$ cat src/rtl/rsup_pkg.sv
package rsup_pkg;
  typedef enum logic [1:0] {
    PH_HOLD  = 2'd0,
    PH_COUNT = 2'd1,
    PH_RUN   = 2'd2
  } phase_e;

  function automatic int cnt_width(input int cycles);
    return (cycles > 1) ? $clog2(cycles) : 1;
  endfunction
endpackage

$ cat src/rtl/rsup_req.sv
module rsup_req (
  input  logic rst_ni,
  input  logic pwr_good_i,
  input  logic btn_ni,
  output logic hold_o
);
  // manual request only counts while powered; power loss holds regardless
  logic man_req;
  assign man_req = pwr_good_i & ~btn_ni;
  assign hold_o  = ~rst_ni | ~pwr_good_i | man_req;
endmodule

$ cat src/rtl/rsup_timer.sv
module rsup_timer #(
  parameter int TIMEOUT_CYC = 16
) (
  input  logic clk_i,
  input  logic rst_ni,
  input  logic hold_i,
  output logic last_o
);
  localparam int CNT_W = rsup_pkg::cnt_width(TIMEOUT_CYC);
  localparam logic [CNT_W-1:0] CNT_LAST = CNT_W'(TIMEOUT_CYC - 1);

  logic [CNT_W-1:0] cnt_q;

  assign last_o = (cnt_q == CNT_LAST);

  // any hold source clears the count asynchronously
  always_ff @(posedge clk_i or posedge hold_i) begin
    if (hold_i)       cnt_q <= '0;
    else if (!last_o) cnt_q <= cnt_q + 1'b1;
  end

  p_cnt_bound_r2: assert property (@(posedge clk_i) disable iff (!rst_ni)
    cnt_q <= CNT_LAST);

  p_restart_r5: assert property (@(posedge clk_i) disable iff (!rst_ni)
    hold_i |-> (cnt_q == '0));
endmodule

$ cat src/rtl/rsup_out.sv
module rsup_out (
  input  logic clk_i,
  input  logic hold_i,
  input  logic last_i,
  output logic rel_o
);
  // asserting low is asynchronous, releasing is synchronous
  always_ff @(posedge clk_i or posedge hold_i) begin
    if (hold_i) rel_o <= 1'b0;
    else        rel_o <= rel_o | last_i;
  end
endmodule

$ cat src/rtl/reset_supervisor.sv
module reset_supervisor #(
  parameter int TIMEOUT_CYC = 16
) (
  input  logic clk_i,
  input  logic rst_ni,
  input  logic pwr_good_i,
  input  logic btn_ni,
  output logic sys_rst_no,
  output logic busy_o
);
  import rsup_pkg::*;

  logic   hold;
  logic   last;
  logic   rel;
  phase_e phase;

  rsup_req u_req (
    .rst_ni     (rst_ni),
    .pwr_good_i (pwr_good_i),
    .btn_ni     (btn_ni),
    .hold_o     (hold)
  );

  rsup_timer #(.TIMEOUT_CYC(TIMEOUT_CYC)) u_timer (
    .clk_i  (clk_i),
    .rst_ni (rst_ni),
    .hold_i (hold),
    .last_o (last)
  );

  rsup_out u_out (
    .clk_i  (clk_i),
    .hold_i (hold),
    .last_i (last),
    .rel_o  (rel)
  );

  always_comb begin
    if (hold)      phase = PH_HOLD;
    else if (!rel) phase = PH_COUNT;
    else           phase = PH_RUN;
  end

  assign sys_rst_no = (phase == PH_RUN);
  assign busy_o     = (phase == PH_COUNT);

  p_por_low_r1: assert property (@(posedge clk_i) !rst_ni |-> (!sys_rst_no && !busy_o));

  p_btn_low_r4: assert property (@(posedge clk_i) disable iff (!rst_ni)
    (pwr_good_i && !btn_ni) |-> !sys_rst_no);

  p_pg_low_r6: assert property (@(posedge clk_i) disable iff (!rst_ni)
    !pwr_good_i |-> !sys_rst_no);

  p_busy_excl_r7: assert property (@(posedge clk_i) disable iff (!rst_ni)
    !(busy_o && sys_rst_no));

  p_rise_from_count_r2: assert property (@(posedge clk_i) disable iff (!rst_ni)
    $rose(sys_rst_no) |-> $past(busy_o));
endmodule

$ cat config.mk
export PLATFORM = sky130hd
export DESIGN_NAME = reset_supervisor
export DESIGN_NICKNAME = d
export VERILOG_FILES = /design/src/rtl/rsup_pkg.sv /design/src/rtl/rsup_req.sv /design/src/rtl/rsup_timer.sv /design/src/rtl/rsup_out.sv /design/src/rtl/reset_supervisor.sv
export SDC_FILE = /design/constraint.sdc
export NUM_CORES = 1
export LEC_CHECK = 0
export BUFFER_PORTS_ARGS = -buffer_cell sky130_fd_sc_hd__buf_2
export CORE_AREA = 2 2 39 41
export DETAILED_ROUTE_END_ITERATION = 10
export DIE_AREA = 0 0 41 43
export GPL_TIMING_DRIVEN = 0
export MAX_ROUTING_LAYER = met4
export PLACE_DENSITY = 0.37
export SYNTH_ARGS = -nofsm -noshare
export SYNTH_HDL_FRONTEND = slang
export SYNTH_SLANG_ARGS = --single-unit
$ cat constraint.sdc
create_clock -name clk_i -period 2 [get_ports clk_i]
set_input_delay 0.1 -clock clk_i [delete_from_list [all_inputs] [get_ports clk_i]]
set_output_delay 0.1 -clock clk_i [all_outputs]
set_load 0.005 [all_outputs]
Word-level counts from Yosys, hierarchy flattened

Cells that the tools add are included.

Register bits after elaboration: 5
Input bits: 4
Output and inout bits: 2
Word-level logic and storage cells: 15

$add $sub $neg: 1
Equal/unequal tests: 3
Mux-type cells: 2
Bitwise operators: 7

Operator list:

| operator                                            | count |
|---|---|
| adder 4 x 1 -> 4 bit, second input constant         | 1 |
| equality test 4 bit, second input constant          | 1 |
| two-way mux 2 bit                                   | 2 |
| NOT 1 bit                                           | 3 |
| bitwise OR 1 bit                                    | 3 |
| equality test 2 x 1 -> 1 bit, second input constant | 1 |
| equality test 2 bit, second input constant          | 1 |
| bitwise AND 1 bit                                   | 1 |

Depth between registers and ports, before layout

Word-level depth: 5
Mapped depth: 3
Mapped depth without buffers: 3

Modules after synthesis

A second synthesis with hierarchy kept.

Cells, all modules: 21
Area total of the unflattened synthesis: 245.2 µm²

Modules (own cells, without submodules):

| module           | times used | cells an instance | area each (µm²) | sequential area each (µm²) |
|---|---|---|---|---|
| rsup_timer       | 1          | 15                | 187.7           | 100.1 |
| rsup_out         | 1          | 3                 | 35.0            | 25.0 |
| reset_supervisor | 1          | 2                 | 17.5            | 0.0 |
| rsup_req         | 1          | 1                 | 5.0             | 0.0 |

Worst setup path after synthesis

No wires, ideal clock.

Path type: reg2reg
Start point: reg u_timer.cnt_q[0]
End point: reg u_timer.cnt_q[1]
Setup time: 0.125 ns
Arrival time: 1.031 ns
Required time: 1.875 ns
Setup slack: 0.844 ns
Cell stages (with the launch flop): 4
Path buffers: 0
Clock period less this slack: 1.156 ns
Cell sequence: dfrtp_1 > ha_1 > nand3_2 > mux2_4

Longest elaborated chain between the ends: 1
Elaborated cells on any way between the ends: 2
Classes of those cells: 1 x add/sub; 1 x eq/ne

Ends and longest elaborated chain:

| element                                                            | RTL line                           | text |
|---|---|---|
| start, declared                                                    | rsup_timer.sv:12                   | `logic [CNT_W-1:0] cnt_q;` |
| start signal, assigned                                             | rsup_timer.sv:19                   | `else if (!last_o) cnt_q <= cnt_q + 1'b1;` |
| adder 4 x 1 -> 4 bit / equality test 4 bit (equally long branches) | rsup_timer.sv:19, rsup_timer.sv:14 |  |

Parallel ways exist; a longest one is shown, timed or not.
A chain may end at the register's enable or synchronous reset.

Worst setup path in the final report

Start point: in rst_ni
End point: out sys_rst_no

Longest elaborated chain between the ends: 5

Ends and longest elaborated chain:

| element                       | RTL line               | text |
|---|---|---|
| start, declared               | reset_supervisor.sv:5  | `input logic rst_ni,` |
| NOT 1 bit                     | rsup_req.sv:10         | `assign hold_o = ~rst_ni \| ~pwr_good_i \| man_req;` |
| bitwise OR 1 bit (2 in a row) | rsup_req.sv:10         |  |
| two-way mux 2 bit             | reset_supervisor.sv:40 | `if (hold) phase = PH_HOLD;` |
| equality test 2 bit           | reset_supervisor.sv:45 | `assign sys_rst_no = (phase == PH_RUN);` |
| end, declared                 | reset_supervisor.sv:8  | `output logic sys_rst_no,` |

No other way between the ends.

==> out/metrics.yaml <==
routing:
  antenna_left: 0
  vias: 182
  finalWirelength_um: 398
  drc: 0
  firstDrtPassIters: 2
  wl_per_cell_um: 8.84
  vias_per_cell: 4.04
  drtIter0Drc: 1
timing:
  relSlewSlack: 0.841
  rsz0062_at_grt: "false"
  final_max_slew_viol_count: 0
  fin_skew_ns: 0.000497
  hold_viol: 0
  fmax_mhz: 794
  tns_ns: 0
  period_needed_ns: 1.26
  fin_crit_sh: 0.630
  tightest_slew_ns: 0.238
  setup_viol: 0
clock_tree:
  cts.reportedPaths.clkPinSlew_ns: 0.04
  clk_latency_ns: 0.24
  cts_setup_buffers: 0
  cts_tree: "done"
  cts-root-buf: "clkbuf_4"
  h-tree-depth: 1
  numCtsBuffers: 3
  cts_buffer_depth: 2
  post_cts_resized: 0
  clock-sinks: 5
  hold_buffers: 2
critical_path:
  critPathCaptureType: "primary output"
  cp.arrival_ns: 1.16
  crit_path_start_kind: "input port"
  endpoint: "sys_rst_no"
  worst_r2r_path_depth: 3
  crit_type: "in2out"
  startpoint: "rst_ni"
  cp_max_fo: 3
  r2r_slack_ns: 0.78
  required_ns: 1.90
  r2r_end: "u_timer.cnt_q[1]$_DFFE_PP0P_"
  reg2reg_from: "u_timer.cnt_q[0]$_DFFE_PP0P_"
synth:
  postSynthCellCount: 18
  yosys-top-cells-area: "dfrtp_1, mux2_4, ha_1"
  ys_seq_elements: 5
  avgSynthCellArea_um2: 13.0
  synth_common_cells: "dfrtp_1, nor2b_1"
  syn_area_um2: 234
  synthDistinctLibCells: 13
  netlist.area_leader.share: 0.535
  ys.flop_type: "dfrtp_1"
  syn_nets: 23
  synth.largest_area_cell: "dfrtp_1"
  synth_edf_count: 0
  ys_warn_count: 0
  synth_seq_area_share: 0.535
  yosysMostFrequentCell: "dfrtp_1"
  async_reset_ff_frac: 1.00
floorplanning:
  num_io_pins: 6
  dieArea_um2: 1760
  start_util: 0.169
  die_w_um: 41
  rows: 14
  die_h_um: 43
  coreArea_um2: 1380
global_route:
  grt_max_degree: 6
  grt_usage: 0.0631
  grt_pass1_vias: 159
  grt_pass1_wl_um: 648
  grt_overflow_total: 0
  antenna_found_initial: 0
finish:
  post-route-util: 0.235
  diodes: 0
  final_cells: 45
  fillers: 150
  finalInstanceArea_um2: 325
  drive_gt1_frac: 0.345
  final_nets: 35
  synthToLayoutAreaGrowth_pct: 39.0
placement:
  place_congestion: 0.621
  io_buffers: 5
  dpl_cell_area_um2: 279
  post-place-cells: 39
power:
  p_leak_uw: 0.000149
  powerDensity_nw_per_um2: 698
  ir_drop_mv: 0.369
job:
  maxCapViolations: 0
outcome:
  status: "completed"
min_path:
  hold_class: "in2async"
==> worst min-delay path by stage <==
stage                                        end  cells after the start
finish              u_timer.cnt_q[0]$_DFFE_PP0P_                      3
global route        u_timer.cnt_q[1]$_DFFE_PP0P_                      3
CTS                 u_timer.cnt_q[3]$_DFFE_PP0P_                      3
detailed placement  u_timer.cnt_q[0]$_DFFE_PP0P_                      2
global placement    u_timer.cnt_q[0]$_DFFE_PP0P_                      2
floorplan                  u_out.rel_o$_DFF_PP0_                      1
==> per-layer routing <==
metal | vias to the layer above | GRT usage | wire [µm]
met5 | - | - | 0
met4 | 0 | 0.0400 | 0
met3 | 0 | 0.0628 | 59
met2 | 9 | 0.0594 | 158
met1 | 87 | 0.0784 | 179
li1 | 86 | - | -
==> layout make-up <==
cell class,count,area [µm²],area share
Timing Repair Buffer,7,45.0,0.138
Tap cell,16,20.0,0.0615
Multi-Input combinational cell,13,109,0.335
Clock buffer,4,26.3,0.0808
Sequential cell,5,125,0.385
==> sequential cells by signal (all words and copies together), names as in the netlist <==
register	cells
u_out.rel_o	1
u_timer.cnt_q	4
==> cell usage in the layout, fill, tap and decap left out <==
master and instances:
a31oi_1 1, and3_1 1, clkbuf_1 1, dlygate4sd3_1 2
or2b_1 1, nand3b_1 1, mux2_4 1, buf_2 5
o21a_1 1, dfrtp_1 5, nand3_2 1, xor2_1 1
ha_1 1, and2_1 1, nor2b_1 2, clkbuf_4 3
a41oi_1 1
==> critical path: stages <==
cell	delay (ns)
dlygate4sd3_1	0.53
buf_2	0.11
and3_1	0.15
and2_1	0.15
buf_2	0.12
==> where the power goes <==
group	total, µW	internal [µW]	leakage (µW)	switching (µW)
combinational	8.81	5.73	0.0000798	3.09
sequential	102	102	0.0000546	0
clock	117	75.4	0.0000150	41.3
total	227	183	0.000149	44.4
==> cell families (layout without fill, tap and decap cells) <==
family | Yosys count | after routing | share of synthesized area
and+or+nand+nor | 7 | 7 | 0.214
DFF | 5 | 5 | 0.535
AOI/OAI and AO/OA | 3 | 3 | 0.0963
adders and majority gates | 1 | 1 | 0.0535
xor gates and xnor gates | 1 | 1 | 0.0374
muxes | 1 | 1 | 0.0642
buffers and inverters | 0 | 11 | 0
==> per-stage QoR <==
| step | hold WS (ns) | setup slack (ns) | power, µW |
|---|---|---|---|
| final | 0.419 | 0.741 | 227 |
| after CTS | 0.432 | 0.720 | 232 |
| after global routing | 0.460 | 0.693 | 239 |
| after detailed placement | 0.111 | 0.779 | 109 |
| after global placement | 0.101 | 0.796 | 109 |
| after floorplan | -0.00643 | 0.844 | 106 |
(Power assumes the default switching activity.)
